--- src/rtl/wp_pkg.sv ---
package wp_pkg;

  // nanoseconds to whole cycles, rounded up, never below one
  function automatic int ns2cyc(input int ns, input int per_ns);
    int c;
    c = (ns + per_ns - 1) / per_ns;
    return (c < 1) ? 1 : c;
  endfunction

  function automatic int imax(input int a, input int b);
    return (a > b) ? a : b;
  endfunction

  localparam logic [1:0] BUS_A_LOW  = 2'd0;
  localparam logic [1:0] BUS_A_HIGH = 2'd1;
  localparam logic [1:0] BUS_A_CFG  = 2'd3;
  localparam logic [7:0] CFG_WORD   = 8'h11;

  typedef struct packed {
    logic [1:0] addr;
    logic [7:0] data;
  } bus_req_t;

  typedef enum logic [2:0] {
    W_IDLE, W_SETUP, W_STROBE, W_HOLD, W_REC
  } wr_st_e;

  typedef enum logic [3:0] {
    S_CFG, S_CFG_WAIT, S_IDLE, S_HI, S_HI_WAIT, S_LO, S_LO_WAIT, S_LD_DLY, S_LD_LOW
  } seq_st_e;

endpackage

--- src/rtl/wp_tick_div.sv ---
module wp_tick_div #(
  parameter int DIV = 5000
) (
  input  logic clk,
  input  logic rst_n,
  input  logic en,
  output logic tick
);
  localparam int CW = (DIV > 1) ? $clog2(DIV) : 1;
  localparam logic [CW-1:0] LAST = CW'(DIV - 1);

  logic [CW-1:0] cnt;

  always_ff @(posedge clk) begin
    if (!rst_n)           cnt <= '0;
    else if (!en)         cnt <= '0;
    else if (cnt == LAST) cnt <= '0;
    else                  cnt <= cnt + 1'b1;
  end

  assign tick = en && (cnt == LAST);
endmodule

--- src/rtl/wp_table.sv ---
module wp_table #(
  parameter int BYTES = 64,
  parameter int AW    = 6
) (
  input  logic          clk,
  input  logic          rst_n,
  input  logic          wr_en,
  input  logic [AW-1:0] wr_addr,
  input  logic [7:0]    wr_data,
  input  logic [AW-2:0] pair_idx,
  output logic [7:0]    hi_byte,
  output logic [7:0]    lo_byte
);
  logic [7:0] mem [BYTES];

  always_ff @(posedge clk) begin
    if (!rst_n) begin
      for (int i = 0; i < BYTES; i++) mem[i] <= '0;
    end else if (wr_en) begin
      mem[wr_addr] <= wr_data;
    end
  end

  assign hi_byte = mem[{pair_idx, 1'b0}];
  assign lo_byte = mem[{pair_idx, 1'b1}];
endmodule

--- src/rtl/wp_bus_writer.sv ---
module wp_bus_writer import wp_pkg::*; #(
  parameter int CS_SU  = 2,
  parameter int STROBE = 2,
  parameter int HOLD   = 1,
  parameter int REC    = 2
) (
  input  logic       clk,
  input  logic       rst_n,
  input  logic       req_valid,
  input  bus_req_t   req,
  output logic       req_ready,
  output logic       done,
  output logic       cs_n,
  output logic       we_n,
  output logic [1:0] addr,
  output logic [7:0] data
);
  localparam int CNT_W = 16;

  wr_st_e           st;
  logic [CNT_W-1:0] cnt;

  assign req_ready = (st == W_IDLE);

  always_ff @(posedge clk) begin
    if (!rst_n) begin
      st   <= W_IDLE;
      cnt  <= '0;
      done <= 1'b0;
      cs_n <= 1'b1;
      we_n <= 1'b1;
      addr <= '0;
      data <= '0;
    end else begin
      done <= 1'b0;
      unique case (st)
        W_IDLE: if (req_valid) begin
          st   <= W_SETUP;
          cnt  <= CNT_W'(CS_SU - 1);
          cs_n <= 1'b0;
          addr <= req.addr;
          data <= req.data;
        end
        W_SETUP: if (cnt == '0) begin
          st   <= W_STROBE;
          cnt  <= CNT_W'(STROBE - 1);
          we_n <= 1'b0;
        end else cnt <= cnt - 1'b1;
        W_STROBE: if (cnt == '0) begin
          st   <= W_HOLD;
          cnt  <= CNT_W'(HOLD - 1);
          we_n <= 1'b1;
        end else cnt <= cnt - 1'b1;
        W_HOLD: if (cnt == '0) begin
          st   <= W_REC;
          cnt  <= CNT_W'(REC - 1);
          cs_n <= 1'b1;
        end else cnt <= cnt - 1'b1;
        W_REC: if (cnt == '0) begin
          st   <= W_IDLE;
          done <= 1'b1;
        end else cnt <= cnt - 1'b1;
        default: st <= W_IDLE;
      endcase
    end
  end
endmodule

--- src/rtl/wp_seq.sv ---
module wp_seq import wp_pkg::*; #(
  parameter int AW          = 6,
  parameter int SAMPLE_BITS = 12,
  parameter int LD_DLY      = 1,
  parameter int LD_LOW      = 3
) (
  input  logic          clk,
  input  logic          rst_n,
  input  logic          tick,
  input  logic [7:0]    hi_byte,
  input  logic [7:0]    lo_byte,
  output logic [AW-2:0] pair_idx,
  output logic          req_valid,
  output bus_req_t      req,
  input  logic          req_ready,
  input  logic          wr_done,
  output logic          ld_n,
  output logic          overrun
);
  localparam int HI_KEEP = SAMPLE_BITS - 8;
  localparam logic [7:0] HI_MASK = 8'((1 << HI_KEEP) - 1);
  localparam int CNT_W = 16;

  seq_st_e          st;
  logic [CNT_W-1:0] cnt;

  always_comb begin
    req_valid = 1'b0;
    req       = '0;
    unique case (st)
      S_CFG: begin
        req_valid = 1'b1;
        req       = '{addr: BUS_A_CFG, data: CFG_WORD};
      end
      S_HI: begin
        req_valid = 1'b1;
        req       = '{addr: BUS_A_HIGH, data: hi_byte & HI_MASK};
      end
      S_LO: begin
        req_valid = 1'b1;
        req       = '{addr: BUS_A_LOW, data: lo_byte};
      end
      default: ;
    endcase
  end

  always_ff @(posedge clk) begin
    if (!rst_n) begin
      st       <= S_CFG;
      cnt      <= '0;
      ld_n     <= 1'b1;
      pair_idx <= '0;
      overrun  <= 1'b0;
    end else begin
      if (tick && st != S_IDLE) overrun <= 1'b1;
      unique case (st)
        S_CFG:      if (req_ready) st <= S_CFG_WAIT;
        S_CFG_WAIT: if (wr_done) st <= S_IDLE;
        S_IDLE:     if (tick) st <= S_HI;
        S_HI:       if (req_ready) st <= S_HI_WAIT;
        S_HI_WAIT:  if (wr_done) st <= S_LO;
        S_LO:       if (req_ready) st <= S_LO_WAIT;
        S_LO_WAIT:  if (wr_done) begin
          st  <= S_LD_DLY;
          cnt <= CNT_W'(LD_DLY - 1);
        end
        S_LD_DLY: if (cnt == '0) begin
          st   <= S_LD_LOW;
          cnt  <= CNT_W'(LD_LOW - 1);
          ld_n <= 1'b0;
        end else cnt <= cnt - 1'b1;
        S_LD_LOW: if (cnt == '0) begin
          st       <= S_IDLE;
          ld_n     <= 1'b1;
          pair_idx <= pair_idx + 1'b1;
        end else cnt <= cnt - 1'b1;
        default: st <= S_IDLE;
      endcase
    end
  end
endmodule

--- src/rtl/wp_dac_player.sv ---
module wp_dac_player import wp_pkg::*; #(
  parameter int CLK_PERIOD_NS    = 10,
  parameter int SAMPLE_PERIOD_NS = 50000,
  parameter int TBL_BYTES        = 64,
  parameter int SAMPLE_BITS      = 12,
  parameter int CS_SU_NS         = 15,
  parameter int D_SU_NS          = 10,
  parameter int A_SU_NS          = 20,
  parameter int HOLD_NS          = 5,
  parameter int WE_HI_NS         = 20,
  parameter int LD_DLY_NS        = 5,
  parameter int LD_LOW_NS        = 23,
  localparam int TBL_AW          = $clog2(TBL_BYTES)
) (
  input  logic              clk,
  input  logic              rst_n,
  input  logic              play_en,
  input  logic              tbl_wr_en,
  input  logic [TBL_AW-1:0] tbl_wr_addr,
  input  logic [7:0]        tbl_wr_data,
  output logic              dac_cs_n,
  output logic              dac_we_n,
  output logic [1:0]        dac_addr,
  output logic [7:0]        dac_data,
  output logic              dac_ld_n,
  output logic              overrun
);
  localparam int DIV        = SAMPLE_PERIOD_NS / CLK_PERIOD_NS;
  localparam int CS_SU_CYC  = ns2cyc(CS_SU_NS, CLK_PERIOD_NS);
  localparam int STB_CYC    = imax(ns2cyc(D_SU_NS, CLK_PERIOD_NS), ns2cyc(A_SU_NS, CLK_PERIOD_NS));
  localparam int HOLD_CYC   = ns2cyc(HOLD_NS, CLK_PERIOD_NS);
  localparam int WE_HI_CYC  = ns2cyc(WE_HI_NS, CLK_PERIOD_NS);
  localparam int LD_DLY_CYC = ns2cyc(LD_DLY_NS, CLK_PERIOD_NS);
  localparam int LD_LOW_CYC = ns2cyc(LD_LOW_NS, CLK_PERIOD_NS);

  logic              tick;
  logic [TBL_AW-2:0] pair_idx;
  logic [7:0]        hi_byte, lo_byte;
  logic              req_valid, req_ready, wr_done;
  bus_req_t          req;

  wp_tick_div #(.DIV(DIV)) u_div (
    .clk(clk), .rst_n(rst_n), .en(play_en), .tick(tick)
  );

  wp_table #(.BYTES(TBL_BYTES), .AW(TBL_AW)) u_tbl (
    .clk(clk), .rst_n(rst_n), .wr_en(tbl_wr_en), .wr_addr(tbl_wr_addr),
    .wr_data(tbl_wr_data), .pair_idx(pair_idx), .hi_byte(hi_byte), .lo_byte(lo_byte)
  );

  wp_seq #(.AW(TBL_AW), .SAMPLE_BITS(SAMPLE_BITS), .LD_DLY(LD_DLY_CYC), .LD_LOW(LD_LOW_CYC)) u_seq (
    .clk(clk), .rst_n(rst_n), .tick(tick), .hi_byte(hi_byte), .lo_byte(lo_byte),
    .pair_idx(pair_idx), .req_valid(req_valid), .req(req), .req_ready(req_ready),
    .wr_done(wr_done), .ld_n(dac_ld_n), .overrun(overrun)
  );

  wp_bus_writer #(.CS_SU(CS_SU_CYC), .STROBE(STB_CYC), .HOLD(HOLD_CYC), .REC(WE_HI_CYC)) u_wr (
    .clk(clk), .rst_n(rst_n), .req_valid(req_valid), .req(req), .req_ready(req_ready),
    .done(wr_done), .cs_n(dac_cs_n), .we_n(dac_we_n), .addr(dac_addr), .data(dac_data)
  );
endmodule

--- config.mk ---
export PLATFORM = sky130hd
export DESIGN_NAME = wp_dac_player
export DESIGN_NICKNAME = d
export VERILOG_FILES = /design/src/rtl/wp_pkg.sv /design/src/rtl/wp_tick_div.sv /design/src/rtl/wp_table.sv /design/src/rtl/wp_bus_writer.sv /design/src/rtl/wp_seq.sv /design/src/rtl/wp_dac_player.sv
export SDC_FILE = /design/constraint.sdc
export NUM_CORES = 1
export LEC_CHECK = 0
export BUFFER_PORTS_ARGS = -buffer_cell sky130_fd_sc_hd__buf_2
export CAP_MARGIN = 30
export CORE_ASPECT_RATIO = 1.2
export CORE_MARGIN = 8
export CORE_UTILIZATION = 65
export DETAILED_ROUTE_END_ITERATION = 16
export PLACE_DENSITY_LB_ADDON = 0.25
export SYNTH_ARGS = -nofsm -noshare
export SYNTH_HDL_FRONTEND = slang
export SYNTH_SLANG_ARGS = --single-unit
--- constraint.sdc ---
create_clock -name clk -period 7.6 [get_ports clk]
set_clock_uncertainty 0.15 [all_clocks]
set_input_delay 0.38 -clock clk [delete_from_list [all_inputs] [get_ports clk]]
set_output_delay 0.38 -clock clk [all_outputs]
set_load 0.01 [all_outputs]
Word level (Yosys, flattened, before mapping)
Memories as Yosys holds them, arrays and structs flattened. A register that Yosys moved wholly into a read port is not among the register bits.
Cells that the tools add are included.
{"block": "classes", "n_mux": 47, "n_reduce_logical": 25, "eq_ne": 30, "bitwise": 2, "n_addsub": 4}
{"operator": "16-bit two-way mux", "n": 7}
{"operator": "16-bit case mux with 4 select lines", "n": 1}
{"operator": "16-bit case mux with 3 select lines", "n": 1}
{"operator": "4-bit two-way mux", "n": 9}
{"operator": "4-bit case mux with 9 select lines", "n": 1}
{"operator": "16-bit zero test", "n": 2}
{"operator": "16-bit by 1-bit subtractor with 16-bit output, second input constant", "n": 2}
{"operator": "6-bit two-way mux", "n": 5}
{"operator": "10-bit case mux with 3 select lines", "n": 1}
{"operator": "2-bit by 1-bit != test with 1-bit output, second input constant", "n": 10}
{"operator": "4-bit by 3-bit == test with 1-bit output, second input constant", "n": 4}
{"operator": "3-bit two-way mux", "n": 5}
{"operator": "3-bit case mux with 5 select lines", "n": 1}
{"operator": "3-bit AND reduction", "n": 5}
{"operator": "13-bit by 1-bit adder with 13-bit output, second input constant", "n": 1}
{"operator": "13-bit == test, second input constant", "n": 1}
{"operator": "1-bit two-way mux", "n": 12}
{"operator": "2-bit != test, second input constant", "n": 6}
{"operator": "9-bit AND reduction", "n": 1}
{"operator": "4-bit by 2-bit == test with 1-bit output, second input constant", "n": 2}
{"operator": "8-bit two-way mux", "n": 1}
{"operator": "8-bit OR reduction", "n": 1}
{"operator": "3-bit by 2-bit == test with 1-bit output, second input constant", "n": 2}
{"operator": "1-bit case mux with 2 select lines", "n": 3}
{"operator": "17 further kinds", "n": 24}
{"block": "totals", "reg_bits": 72, "mem_bits_rw": 512, "output_inout_bits": 14, "memories": 1}
{"memory": "u_tbl.mem", "depth": 64, "word_bits": 8, "rd": 2, "rd_clocked_by_memory_dff": 2, "write_ports": 64, "line": "wp_table.sv:14", "text": "logic [7:0] mem [BYTES];"}

Depth between registers and ports, before layout
{"block": "depth", "depth_word": 5, "mapped_depth": 10, "mapped_depth_nobuf": 8}

Modules after synthesis
A second synthesis with hierarchy kept.
{"block": "unflattened", "cells_unflattened": 2295, "area_unflattened_um2": 28039.4}
{"mod": "wp_table", "seq_area_each_um2": 15374.7, "instances": 1, "cells_per_inst": 1826, "area_per_inst_um2": 24134.4}
{"mod": "wp_seq", "seq_area_each_um2": 540.5, "instances": 1, "cells_per_inst": 203, "area_per_inst_um2": 1671.6}
{"mod": "wp_bus_writer", "seq_area_each_um2": 640.6, "instances": 1, "cells_per_inst": 201, "area_per_inst_um2": 1631.6}
{"mod": "wp_tick_div", "seq_area_each_um2": 260.2, "instances": 1, "cells_per_inst": 65, "area_per_inst_um2": 601.8}

Worst setup path before layout
OpenSTA, ideal clock, no wires.
{"block": "synth_timing", "path_type": "register to register", "from": "register with a tool-made name", "to": "register u_wr.data[4]", "path_stages_with_launch": 7, "synth_period_minus_slack_ns": 2.467, "setup_slack_ns": 5.133, "setup_time_ns": 0.126, "n_path_buf": 2, "arrival_ns": 2.191, "path_cell_list": "dfxtp_1 -> buf_2 -> buf_1 -> mux4_2 -> mux4_2 -> a22oi_1 -> o21ai_0"}
{"element": "to (signal assigned)", "line": "wp_bus_writer.sv:42", "text": "data <= req.data;"}
{"element": "to (decl)", "line": "wp_bus_writer.sv:16", "text": "output logic [7:0] data"}

==> results.cfg <==
[sta]
fmax_mhz = 275
setup_viol = 0
hold_viol = 0
grt_setup_unrepaired = no
whs_ps = 194
fin_crit_sh_pct = 47.9
slew_viol_final = 0
worst_pin_slew_ps = 1080
tns_ps = 0
max_slew_margin_pct = 27.1
finalCriticalPeriod_ps = 3640

[grt]
grt_max_degree = 65
grt_pass1_vias = 13400
grt.total_usage_pct = 25.8
antenna_found_initial = 0
grt_pass1_wl_um = 78000
overflow = 0

[cells_and_area]
fin_cells = 2152
final_common_cell = edfxtp_1
design_area_um2 = 23500
antenna_cells = 0
final_cell_mix = 384 x edfxtp_1, 261 x and2_1, 132 x and3_1, 108 x nor2_1, 106 x nand2_1
nNetsFinal = 1692
drive_above_1_share_pct = 14.1
areaGrowthSynthToFinish_pct = 8.37

[floorplan]
die_x_um = 183
die_area_um2 = 39500
core-area_um2 = 33000
start_util_pct = 65.8
die_h_um = 216
row_count = 73
io-pin-count = 32

[drt]
via_per_inst = 6.42
dr.pass1.iters = 5
route.detailed.drc = 0
wl_per_cell_um = 23.8
postRouteAntennaNets = 0
vias = 13800
drt-total-wl_um = 51200
drtIter0Drc = 1433

[power]
p_seq_share_pct = 51.3
p_sw_w = 0.00146
power_w = 0.00586
ir_worst_vdd_mv = 0.163
clockPowerShare_pct = 37.3
power_leakage_nw = 8.43
p_int_w = 0.00441
swShare_pct = 24.9
power_frac_comb_pct = 11.4
power_density_nw_per_um2 = 250

[yosys]
ys_types = 65
yosysWarnings = 0
synth_area_um2 = 21700
synth_top_area_share_pct = 53.2
yosys-mux-area-fraction_pct = 11.7
synth_compound_area_share_pct = 4.82
synth_area_leaders = edfxtp_1 53%, mux4_2 8.9%, and2_1 7.5%
synth_top_family_by_area = simple AND/OR/NAND/NOR gates
ys_ff_latch = 461
syn_inst = 1699
async_reset_ff_share_pct = 0
syn_nets = 1723
synth_edf_count = 384
yosys.area_share.simple_pct = 18.8
ys_seq_area_share_pct = 60.3
synthFlopType = edfxtp_1
synth_top_area_cell = edfxtp_1
synth_xor_area_share_pct = 1.17
synth_fa_ha_area_share_pct = 0.346
synth_area_per_cell_um2 = 12.8

[place]
post-place-cells = 2056
portBuffers = 31
gp_congestion = 0.851
placed_area_um2 = 22000
dpl.hpwl_um = 32500

[clock_tree]
cts_sinks = 461
clockRootBuffer = clkbuf_16
cts_max_level = 2
clk_latency_ps = 560
ctsHoldBuffers = 0
numCtsBuffers = 45
cts_resized = 0
post_cts_buffers = 0
path_clk_slew_ps = 70
cts_tree = done
cts_max_path_buffers = 3

[critical_path]
cp.required_ps = 7860
end_kind = register
r2r_slack_ps = 3960
reg2regPathDepth = 5
timing.rr.end = u_wr.data[3]$_SDFFE_PN0P_
cp_max_fo = 43
critical_path_class = register to register
cp.arrival_ps = 3900
crit_path_start_kind = register

[min_path]
hold_path_end = u_seq.overrun$_SDFFE_PN0P_
whs_path_depth = 6
hp-class = primary input to register
worstHoldStart = play_en

[status]
status = finished clean

[job]
maxCapViolCount = 0
-- state kept, by name, summed over array words and instances, names as in the netlist, named ones only --
| signal | cells |
|---|---|
| u_tbl.mem | 384 |
| u_seq.cnt | 16 |
| u_wr.cnt | 16 |
| u_div.cnt | 13 |
| u_wr.data | 8 |
| u_seq.pair_idx | 5 |
| u_seq.st | 4 |
| u_wr.st | 3 |
| u_wr.addr | 2 |
| u_seq.ld_n | 1 |
| u_seq.overrun | 1 |
| u_wr.cs_n | 1 |
| u_wr.done | 1 |
| u_wr.we_n | 1 |
-- final cells by class --
type | count | area (µm²)
flip-flops and latches | 461 | 13100
fillers | 2150 | 9470
multi-input cells | 1081 | 8000
clock buffers | 62 | 1250
well taps | 450 | 563
repair buffers | 68 | 390
clock inverters | 19 | 173
inverters | 11 | 41.3
-- metal layers --
metal | global-route usage [%] | routed length [µm] | up-vias
li1 | - | - | 6163
met1 | 32.8 | 19300 | 6852
met2 | 42.5 | 25100 | 673
met3 | 4.75 | 4240 | 136
met4 | 12.5 | 2530 | 0
met5 | 0 | 0 | -
-- how the worst max path moves through the flow --
stage,depth (start not counted),endpoint
after floorplan,6,u_wr.data[4]$_SDFFE_PN0P_
after global placement,5,u_wr.data[3]$_SDFFE_PN0P_
after detailed placement,5,u_wr.data[3]$_SDFFE_PN0P_
after CTS,5,u_wr.data[3]$_SDFFE_PN0P_
after global routing,5,u_wr.data[3]$_SDFFE_PN0P_
final,5,u_wr.data[3]$_SDFFE_PN0P_
-- critical path: stages, from the launching register on --
cell and delay (ps):
dfxtp_4 800, buf_4 770, mux4_2 630, mux4_2 490, mux2i_1 440, o21ai_0 150
-- logic make-up (layout without fill, tap and decap cells) --
group / count (synthesis) / count (layout)
and+or+nand+nor: 735 / 735
DFF: 461 / 461
AOI/OAI and AO/OA: 166 / 166
buffers and inverters: 157 / 160
muxes: 145 / 145
xor gates and xnor gates: 29 / 29
adders and majority gates: 6 / 6
-- power by group through the flow --
stage / Sequential, W / Clock [W] / Combinational, W
2_1_floorplan: 0.00300 / 0 / 0.000521
5_1_grt: 0.00302 / 0.00229 / 0.000752
4_1_cts: 0.00301 / 0.00219 / 0.000665
6_report: 0.00301 / 0.00219 / 0.000669
3_3_place_gp: 0.00305 / 0 / 0.000641
3_5_place_dp: 0.00306 / 0 / 0.000660
-- per-stage QoR --
step / worst slack (ps) / utilization, %
after detailed placement: 3960 / 66.7
final: 3960 / 71.3
after floorplan: 5130 / -
after global routing: 3820 / 71.3
after CTS: 3940 / 71.0
after global placement: 4010 / 66.6
-- synthesized netlist by cell type (all sizes together) (8+ instances only) --
cell type	count
or3	24
buf	31
dfxtp	77
nor2b	12
mux4	86
and2	261
or2	10
xor2	22
o21ai	60
a22oi	29
nor2	109
or4	8
and3	132
nor3	19
nand3	23
nand2	106
mux2i	57
a21oi	36
clkbuf	115
inv	10
edfxtp	384
No activity file was read; power rests on OpenSTA's default activity.
